`src/rtl/remap_pkg.sv`:
```
// Shared constants for the remap decoder: field positions, alias codes,
// region indices and the strap-to-alias translation.
package remap_pkg;
    localparam int DATA_W    = 32;
    localparam int BUS_AW    = 8;
    localparam int N_REGIONS = 6;

    // Control word layout
    localparam int ALIAS_LSB = 0;
    localparam int ALIAS_W   = 3;
    localparam int SWAP_LSB  = 10;
    localparam int SWAP_W    = 2;
    localparam logic [DATA_W-1:0] WR_MASK =
        ((32'h1 << ALIAS_W) - 32'h1) << ALIAS_LSB |
        ((32'h1 << SWAP_W) - 32'h1) << SWAP_LSB;

    // Alias selector codes
    localparam logic [2:0] AL_FLASH = 3'b000;
    localparam logic [2:0] AL_SYSFL = 3'b001;
    localparam logic [2:0] AL_NOR   = 3'b010;
    localparam logic [2:0] AL_SRAM  = 3'b011;
    localparam logic [2:0] AL_SDRAM = 3'b100;

    localparam logic [1:0] SW_NONE = 2'b00;
    localparam logic [1:0] SW_SDR  = 2'b01;

    // One-hot region bit positions
    localparam int RG_FLASH = 0;
    localparam int RG_SYSFL = 1;
    localparam int RG_SRAM  = 2;
    localparam int RG_NOR   = 3;
    localparam int RG_SDR1  = 4;
    localparam int RG_SDR2  = 5;

    // Strap pins {boot1, boot0} to alias code; never yields NOR or SDRAM.
    function automatic logic [2:0] strap_alias(input logic [1:0] pins);
        if (!pins[0])          return AL_FLASH;
        else if (!pins[1])     return AL_SYSFL;
        else                   return AL_SRAM;
    endfunction
endpackage

```
`src/rtl/remap_cfg_reg.sv`:
```
// Control word storage. Loads the strap-derived alias code while reset is
// low, accepts single-cycle writes at REG_OFF, and reads back combinationally.
// Assumes rst_n is synchronous to clk and held for at least one edge.
module remap_cfg_reg
    import remap_pkg::*;
#(
    parameter logic [BUS_AW-1:0] REG_OFF = '0
) (
    input  logic              clk,
    input  logic              rst_n,
    input  logic [1:0]        boot_pins,
    input  logic              bus_en,
    input  logic              bus_we,
    input  logic [BUS_AW-1:0] bus_addr,
    input  logic [DATA_W-1:0] bus_wdata,
    output logic [DATA_W-1:0] bus_rdata,
    output logic [2:0]        alias_code,
    output logic [1:0]        swap_code
);
    logic [DATA_W-1:0] cfg_q;
    logic              hit_wr;

    assign hit_wr = bus_en && bus_we && (bus_addr == REG_OFF);

    // Purpose: strap capture during reset, masked software update afterwards.
    always_ff @(posedge clk) begin
        if (!rst_n)
            cfg_q <= DATA_W'(strap_alias(boot_pins)) << ALIAS_LSB;
        else if (hit_wr)
            cfg_q <= bus_wdata & WR_MASK;
    end

    // Purpose: readback mux, zero for offsets other than the control word.
    always_comb begin
        bus_rdata = (bus_addr == REG_OFF) ? cfg_q : '0;
    end

    assign alias_code = cfg_q[ALIAS_LSB +: ALIAS_W];
    assign swap_code  = cfg_q[SWAP_LSB +: SWAP_W];

    // Strap capture check: first edge after reset sees the strap code.
    logic       chk_armed = 1'b0;
    logic       chk_rst   = 1'b0;
    logic [1:0] chk_boot  = 2'b00;
    always_ff @(posedge clk) begin
        chk_armed <= 1'b1;
        chk_rst   <= !rst_n;
        chk_boot  <= boot_pins;
        if (chk_armed && chk_rst && rst_n) begin
            p_strap_load_r1: assert (alias_code == strap_alias(chk_boot) && swap_code == SW_NONE)
                else $error("strap capture mismatch");
        end
    end

    p_write_lands_r3: assert property (@(posedge clk) disable iff (!rst_n)
        hit_wr |=> (alias_code == $past(bus_wdata[ALIAS_LSB +: ALIAS_W]) &&
                    swap_code  == $past(bus_wdata[SWAP_LSB +: SWAP_W])));

    p_hold_no_write_r4: assert property (@(posedge clk) disable iff (!rst_n)
        !hit_wr |=> $stable(bus_rdata & ~WR_MASK) && $stable(alias_code) && $stable(swap_code));

    p_reserved_zero_r4: assert property (@(posedge clk) disable iff (!rst_n)
        (bus_rdata & ~WR_MASK) == '0);
endmodule

```
`src/rtl/remap_addr_dec.sv`:
```
// Combinational address decoder. Resolves the alias window at address zero
// first, then the fixed on-chip windows, then the four 256 MB external
// windows chosen by the top nibble and the swap code. Reserved codes fall back
// to main-flash alias and no swap. clk/rst_n feed only the embedded checks.
module remap_addr_dec
    import remap_pkg::*;
#(
    parameter logic [DATA_W-1:0] FLASH_BASE = 32'h0800_0000,
    parameter int                FLASH_LG   = 20,
    parameter logic [DATA_W-1:0] SYSFL_BASE = 32'h1FFF_0000,
    parameter int                SYSFL_LG   = 15,
    parameter logic [DATA_W-1:0] SRAM_BASE  = 32'h2000_0000,
    parameter int                SRAM_LG    = 17,
    parameter int                NOR_AL_LG  = 27,
    parameter logic [3:0]        NOR_NIB    = 4'h6,
    parameter logic [3:0]        SDR_NIB    = 4'hC
) (
    input  logic                 clk,
    input  logic                 rst_n,
    input  logic [2:0]           alias_code,
    input  logic [1:0]           swap_code,
    input  logic [DATA_W-1:0]    cpu_addr,
    output logic [N_REGIONS-1:0] region_sel,
    output logic [DATA_W-1:0]    phys_addr,
    output logic                 dec_err
);
    localparam int         WIN_LG   = 28;
    localparam logic [3:0] NOR2_NIB = NOR_NIB + 4'h1;
    localparam logic [3:0] SDR2_NIB = SDR_NIB + 4'h1;

    function automatic logic in_win(input logic [DATA_W-1:0] a,
                                    input logic [DATA_W-1:0] base, input int lg);
        return (a >> lg) == (base >> lg);
    endfunction

    function automatic logic [DATA_W-1:0] low_bits(input logic [DATA_W-1:0] a, input int lg);
        return a & ((32'h1 << lg) - 32'h1);
    endfunction

    int          al_idx;
    int          al_lg;
    logic [3:0]  nib;
    logic        swapped;

    // Purpose: translate the alias code into a target region and its size.
    always_comb begin
        case (alias_code)
            AL_SYSFL: begin al_idx = RG_SYSFL; al_lg = SYSFL_LG;  end
            AL_NOR:   begin al_idx = RG_NOR;   al_lg = NOR_AL_LG; end
            AL_SRAM:  begin al_idx = RG_SRAM;  al_lg = SRAM_LG;   end
            AL_SDRAM: begin al_idx = RG_SDR1;  al_lg = WIN_LG;    end
            default:  begin al_idx = RG_FLASH; al_lg = FLASH_LG;  end
        endcase
    end

    assign nib     = cpu_addr[31:28];
    assign swapped = (swap_code == SW_SDR);

    // Purpose: priority resolution of alias, on-chip and external windows.
    always_comb begin
        region_sel = '0;
        phys_addr  = '0;
        dec_err    = 1'b0;
        if ((cpu_addr >> al_lg) == '0) begin
            region_sel[al_idx] = 1'b1;
            phys_addr          = cpu_addr;
        end else if (in_win(cpu_addr, FLASH_BASE, FLASH_LG)) begin
            region_sel[RG_FLASH] = 1'b1;
            phys_addr            = low_bits(cpu_addr, FLASH_LG);
        end else if (in_win(cpu_addr, SYSFL_BASE, SYSFL_LG)) begin
            region_sel[RG_SYSFL] = 1'b1;
            phys_addr            = low_bits(cpu_addr, SYSFL_LG);
        end else if (in_win(cpu_addr, SRAM_BASE, SRAM_LG)) begin
            region_sel[RG_SRAM] = 1'b1;
            phys_addr           = low_bits(cpu_addr, SRAM_LG);
        end else if (nib == NOR_NIB) begin
            region_sel[swapped ? RG_SDR1 : RG_NOR] = 1'b1;
            phys_addr = low_bits(cpu_addr, WIN_LG);
        end else if (nib == NOR2_NIB && swapped) begin
            region_sel[RG_SDR2] = 1'b1;
            phys_addr           = low_bits(cpu_addr, WIN_LG);
        end else if (nib == SDR_NIB) begin
            region_sel[swapped ? RG_NOR : RG_SDR1] = 1'b1;
            phys_addr = low_bits(cpu_addr, WIN_LG);
        end else if (nib == SDR2_NIB && !swapped) begin
            region_sel[RG_SDR2] = 1'b1;
            phys_addr           = low_bits(cpu_addr, WIN_LG);
        end else begin
            dec_err = 1'b1;
        end
    end

    p_one_target_r10: assert property (@(posedge clk) disable iff (!rst_n)
        $countones(region_sel) == (dec_err ? 0 : 1));

    p_err_quiet_r10: assert property (@(posedge clk) disable iff (!rst_n)
        dec_err |-> (phys_addr == '0 && region_sel == '0));

    p_swap_low_r9: assert property (@(posedge clk) disable iff (!rst_n)
        (swap_code == SW_SDR && cpu_addr[31:28] == NOR_NIB) |-> region_sel[RG_SDR1]);

    p_swap_gap_r8: assert property (@(posedge clk) disable iff (!rst_n)
        (swap_code != SW_SDR && cpu_addr[31:28] == NOR2_NIB) |-> dec_err);

    p_resv_alias_r6: assert property (@(posedge clk) disable iff (!rst_n)
        (alias_code > AL_SDRAM && (cpu_addr >> FLASH_LG) == '0) |-> region_sel[RG_FLASH]);
endmodule

```
`src/rtl/remap_ctrl.sv`:
```
// Top level: control word plus address decoder. The decode path is purely
// combinational from cpu_addr and the stored word; writes take one cycle.
module remap_ctrl
    import remap_pkg::*;
(
    input  logic        clk,
    input  logic        rst_n,
    input  logic [1:0]  boot_pins,
    input  logic        bus_en,
    input  logic        bus_we,
    input  logic [7:0]  bus_addr,
    input  logic [31:0] bus_wdata,
    output logic [31:0] bus_rdata,
    input  logic [31:0] cpu_addr,
    output logic [5:0]  region_sel,
    output logic [31:0] phys_addr,
    output logic        dec_err
);
    logic [2:0] alias_code;
    logic [1:0] swap_code;

    remap_cfg_reg #(.REG_OFF(8'h00)) u_reg (
        .clk        (clk),
        .rst_n      (rst_n),
        .boot_pins  (boot_pins),
        .bus_en     (bus_en),
        .bus_we     (bus_we),
        .bus_addr   (bus_addr),
        .bus_wdata  (bus_wdata),
        .bus_rdata  (bus_rdata),
        .alias_code (alias_code),
        .swap_code  (swap_code)
    );

    remap_addr_dec u_dec (
        .clk        (clk),
        .rst_n      (rst_n),
        .alias_code (alias_code),
        .swap_code  (swap_code),
        .cpu_addr   (cpu_addr),
        .region_sel (region_sel),
        .phys_addr  (phys_addr),
        .dec_err    (dec_err)
    );
endmodule

```
`config.mk`:
```
export PLATFORM = sky130hd
export DESIGN_NAME = remap_ctrl
export DESIGN_NICKNAME = d
export VERILOG_FILES = /design/src/rtl/remap_pkg.sv /design/src/rtl/remap_cfg_reg.sv /design/src/rtl/remap_addr_dec.sv /design/src/rtl/remap_ctrl.sv
export SDC_FILE = /design/constraint.sdc
export NUM_CORES = 1
export LEC_CHECK = 0
export BUFFER_PORTS_ARGS = -buffer_cell sky130_fd_sc_hd__buf_2
export CAP_MARGIN = 20
export CORE_ASPECT_RATIO = 0.7
export CORE_UTILIZATION = 41
export DETAILED_ROUTE_END_ITERATION = 10
export PLACE_DENSITY = 0.86
export SLEW_MARGIN = 10
export SYNTH_ARGS = -nofsm -noshare
export SYNTH_HDL_FRONTEND = slang
export SYNTH_SLANG_ARGS = --single-unit
```
`constraint.sdc`:
```
create_clock -name clk -period 3.8 [get_ports clk]
set_input_delay 0.76 -clock clk [delete_from_list [all_inputs] [get_ports clk]]
set_output_delay 0.76 -clock clk [all_outputs]
set_load 0.005 [all_outputs]
```
# Word-level counts from Yosys, hierarchy flattened
# Cells that the tools add are included.
classes:
  n_reduce_logical: 10
  mux: 46
  magnitude_cmp: 6
  n_eq_ne: 13
  n_shift: 1
ops:
  columns: ["cell", "count"]
  rows:
  - ["2-to-1 mux 32 bit", 7]
  - [">= comparator 32 x 1 -> 1 bit, second input constant", 2]
  - ["less-than comparator 32 x 5 -> 1 bit, second input constant", 2]
  - ["logical NOT 32 bit", 1]
  - [">> shifter 32 x 5 -> 32 bit", 1]
  - ["2-to-1 mux 28 bit", 1]
  - ["case mux 5 bit (4 select lines)", 1]
  - ["2-to-1 mux 1 bit", 18]
  - ["== test 17 x 14 -> 1 bit, second input constant", 1]
  - ["== test 15 x 13 -> 1 bit, second input constant", 1]
  - ["2-to-1 mux 3 bit", 5]
  - ["2-to-1 mux 5 bit", 3]
  - ["== test 12 x 8 -> 1 bit, second input constant", 1]
  - ["2-to-1 mux 12 bit", 1]
  - ["2-to-1 mux 6 bit", 2]
  - ["case mux 3 bit (4 select lines)", 1]
  - ["demux 1 bit (select 3 bit)", 3]
  - ["== test 4 x 3 -> 1 bit, second input constant", 2]
  - ["== test 4 bit, second input constant", 2]
  - ["logical NOT 8 bit", 1]
  - ["logical AND 1 bit", 7]
  - ["== test 3 x 2 -> 1 bit, second input constant", 2]
  - ["2-to-1 mux 2 bit", 3]
  - ["less-than comparator 3 x 4 -> 1 bit, second input constant", 1]
  - ["7 further kinds", 7]
totals:
  input_bits: 78
  wordCells: 78
  out_inout_bits: 71
  regBits: 5

# Logic depth before layout (Yosys ltp)
logic_depth:
  depth_word: 13
  ltp_mapped: 13
  depth_no_buf: 8

# Modules after synthesis
# From an unflattened synthesis, not the netlist that was laid out.
unflattened:
  hier_cells: 238
  hier_area_um2: 1762.9
modules_own_cells:
  columns: ["mod", "seq_area_each_um2", "cells_per_inst", "n_inst", "area_per_inst_um2"]
  rows:
  - ["remap_addr_dec", 0.0, 182, 1, 1273.7]
  - ["remap_cfg_reg", 130.1, 56, 1, 489.2]

# Worst setup path after synthesis
# OpenSTA, ideal clock, no wires.
synth_timing:
  path_kind: "input to output"
  from: "in cpu_addr[19]"
  to: "out region_sel[0]"
  stages: 9
  n_path_buf: 1
  t_required_ps: 3040
  setup_slack_ps: 421
  arrival_ps: 2619
  path_cell_list: "clkbuf_1 > mux2i_1 > a221oi_1 > nor3_1 > o211a_1 > nor2b_4 > o31ai_4 > nor4_2 > a2111oi_2"
synth_between:
  elab_chain_len: 5
  word_cells_on_any_way: 8
  classes_between: "eq/ne: 2; shift: 1; mux: 4; reduce/logical: 1"
synth_rtl:
  columns: ["element", "line_no", "text"]
  rows:
  - ["start, declared", "remap_ctrl.sv:14", "input logic [31:0] cpu_addr,"]
  - ["branches (longest 4 deep; another with >> shifter 32 x 5 -> 32 bit)", null, null]
  - ["2-to-1 mux 6 bit (*)", "remap_addr_dec.sv:64", "if ((cpu_addr >> al_lg) == '0) begin"]
  - ["end, declared", "remap_ctrl.sv:15", "output logic [5:0] region_sel,"]
# Every way passes the cells marked *.

# Final worst setup path
layout_timing:
  from: "in cpu_addr[28]"
  to: "out phys_addr[15]"
layout_between:
  elab_chain_len: 10
  word_cells_on_any_way: 19
  classes_between: "eq/ne: 7; shift: 1; mux: 8; reduce/logical: 3"
layout_rtl:
  columns: ["element", "line_no", "text"]
  rows:
  - ["== test 4 bit", "remap_addr_dec.sv:85", "end else if (nib == SDR2_NIB && !swapped) begin"]
  - ["logical AND 1 bit", "remap_addr_dec.sv:85", null]
  - ["2-to-1 mux 28 bit", "remap_addr_dec.sv:85", null]
  - ["2-to-1 mux 32 bit", "remap_addr_dec.sv:82", "end else if (nib == SDR_NIB) begin"]
  - ["2-to-1 mux 32 bit", "remap_addr_dec.sv:79", "end else if (nib == NOR2_NIB && swapped) begin"]
  - ["2-to-1 mux 32 bit", "remap_addr_dec.sv:76", "end else if (nib == NOR_NIB) begin"]
  - ["2-to-1 mux 32 bit", "remap_addr_dec.sv:73", "end else if (in_win(cpu_addr, SRAM_BASE, SRAM_LG)) begin"]
  - ["2-to-1 mux 32 bit", "remap_addr_dec.sv:70", "end else if (in_win(cpu_addr, SYSFL_BASE, SYSFL_LG)) begin"]
  - ["2-to-1 mux 32 bit", "remap_addr_dec.sv:67", "end else if (in_win(cpu_addr, FLASH_BASE, FLASH_LG)) begin"]
  - ["2-to-1 mux 32 bit (*)", "remap_addr_dec.sv:64", null]
  - ["end, declared", "remap_ctrl.sv:16", "output logic [31:0] phys_addr,"]
# Mark *: on every way between the ends. The rest lies on a longest branch, timed or not.

==> results.txt <==
Standard-cell rows - 20
Final period util - 0.9838
Clock Tree Buf Depth - 2
Max-slew violations - 0
Max stage delay on crit path - 410 ps
Avg Vias per Cell - 5.578
#FFs+latches synth - 5
Ports - 149
Gr usage total - 0.2458
Post-synth cell types - 59
Final Hold Viols - 0
Largest reg by FF count - u_reg.cfg_q
Fmax - 267.5 MHz
CTS H-tree lvls - 1
Vias in the first global route - 2063
WHS - 556.3 ps
Synthesized instance count - 283
WL final - 6.460 mm
Top flop regs - u_reg.cfg_q: 5 flops
Leak pwr - 0.001218 µW
Initial DRT Pass Iterations - 8
Max FO, Critical Path - 13
Fillers - 448
Drt initial violations - 275
Placed cells - 428
Clock Skew - 0 ps
Post-DP HPWL - 5.030 mm
Max_cap viols - 0
CP bufs+invs - 3
Commonest non-fill, non-tap cell in the layout - buf_2
Post-synth ARST share - 0
DRT antenna net count - 0
Clk_lat worst skew - 220 ps
GP Congestion - 1.003
CP Cell Sequence - buf_2, buf_4, nor3_1, a221o_1, o21ai_1, a211oi_1, a31oi_1, o21a_4, a31oi_1, buf_2
Worst min-delay path class - reg2reg
GR Overflow Total - 0
Most frequent cells in the layout - 90 x buf_2, 31 x conb_1, 25 x buf_4
Max IR drop VDD - 0.0001770 V
Max FFs per register - 5
Netlist Area Pre-Place - 1952 µm²
Final std cells w/o fill - 436
PwrDens - 183.6 nW/µm²
Layout cells sized above 1 - 0.3727
Antenna fix cells - 0
Port Buffer Count - 90
CTS tree - yes
CTS buffer count - 3
Yosys warns - 0
Largest net degree at the start of global routing - 30
EDFF count, synth - 3
Worst Path Arrival - 2980 ps
Post-Place Setup Slack - 89.35 ps
Seq/Total Area, Yosys - 0.06667
Crit Path Category - in2out
Worst Slack Setup Final - 61.65 ps
Number of antenna violations at the first check in global routing - 0
Slowest cell on crit path - nor3_1
P&R area growth vs syn - 32.63%
First-pass GRT wire length - 9.908 mm
Worst min-delay path startpoint - u_reg.cfg_q[11]
Top FF cell, synth - edfxtp_1
Core Box Area - 4454 µm²
Residual DRC - 3
Die Width - 84.47 µm
Starting density of the core - 0.4382
Reg clk slew, reported paths - 30 ps
Status - finished with violations
Top delay family on crit path - compound AO/OA/AOI/OAI gates
Setup crit start - cpu_addr[28]
Failing checks - DRC
# hold bufs at CTS - 0
Tmin final - 3738 ps
Vert. Die Dim - 59.73 µm
Detailed-route via count - 2432
FF-to-FF Start - u_reg.cfg_q[10]
TNS Setup - 0 ps
Root buffer cell - clkbuf_8
CP startpoint kind - input port
Routed WL per cell - 14.82 µm
Clock Sinks - 5
Worst endpoint required time - 3040 ps
Post-layout util - 0.5812
Setup violations, final - 0
Mean Syn Cell Area - 6.897 µm²
Die area - 5045 µm²
Final #Nets - 460
Setup crit end kind - primary output
==> power breakdown <==
group,leakage (µW),internal (µW),switching [µW]
combinational,0.00115,139,174
clock,0.0000228,71.9,25.2
sequential,0.0000452,61.4,3.82
==> path summary, 6_finish.rpt <==
check | to | slack (ps) | cells past startpoint
max reg2reg | u_reg.cfg_q[10] | 3180 | 2
min | u_reg.cfg_q[11] | 560 | 2
max | phys_addr[15] | 60 | 10
min reg2reg | u_reg.cfg_q[11] | 560 | 2
==> Yosys cell counts, types with 2 or more instances <==
cell,count,area share
o22ai_1,10,0.032
a21oi_1,17,0.044
edfxtp_1,3,0.046
o2bb2ai_1,2,0.0090
o32a_1,2,0.010
buf_2,8,0.021
clkbuf_1,9,0.017
and3_1,2,0.0064
nand2b_1,11,0.035
nor4_1,4,0.013
a21boi_1,2,0.0077
nor2b_1,14,0.045
mux2i_1,15,0.077
inv_1,8,0.015
o22a_1,2,0.0090
a22oi_1,4,0.015
nand3_1,4,0.010
a31oi_1,8,0.026
dfxtp_1,2,0.021
buf_4,32,0.12
o21ai_0,7,0.018
nor3_1,10,0.026
and2_1,21,0.067
nand4_1,3,0.0096
buf_6,4,0.023
or4_1,2,0.0077
o221ai_1,2,0.0090
nor4b_1,4,0.018
inv_2,2,0.0038
nor2_1,21,0.040
a2111oi_2,2,0.015
o21ai_1,3,0.0077
a211oi_1,9,0.035
nand2_1,8,0.015
nor3b_1,2,0.0077
==> through the flow <==
stage	total power [µW]	cell area [µm²]
4_1_cts	455.9	2512
6_report	475.3	2589
5_1_grt	507.8	2589
2_1_floorplan	268.4	2064
3_5_place_dp	351.6	2439
3_3_place_gp	347.2	2439
==> logic make-up after synthesis <==
family	Yosys count	share of synthesized area
DFF	5	0.06667
other	1	0.001921
buffers and inverters	64	0.2051
muxes	16	0.08269
xor gates and xnor gates	1	0.004488
and+or+nand+nor	110	0.3231
AOI/OAI and AO/OA	86	0.3160
==> per-layer routing <==
metal	vias to the layer above	wire length (µm)	global-route usage
met2	142	2982	0.3958
met4	0	65	0.07748
met1	1100	2748	0.3422
met3	12	664	0.03867
met5	-	0	0
li1	1178	-	-
==> layout make-up <==
cell class	instances	area [µm²]	area share
flip-flops and latches	5	130.1	0.05027
multi-input cells	244	1609	0.6216
inverters	10	37.54	0.01450
well taps	55	68.82	0.02658
repair buffers	118	698.2	0.2697
clock buffers	4	45.04	0.01740
==> timing repair <==
action / in CTS / in global routing
setup endpoints to repair: 14 / 29
setup buffers: 2 / 2
resized for setup: 2 / 13
pin swaps: 1 / 5
endpoints found under the hold margin: 0 / 0
==> worst register-to-register path: stages, from the launching register on <==
cell,delay [ps]
dfxtp_1,320
mux2i_1,130
nor2b_1,60
No activity file was read; power rests on OpenSTA's default activity.
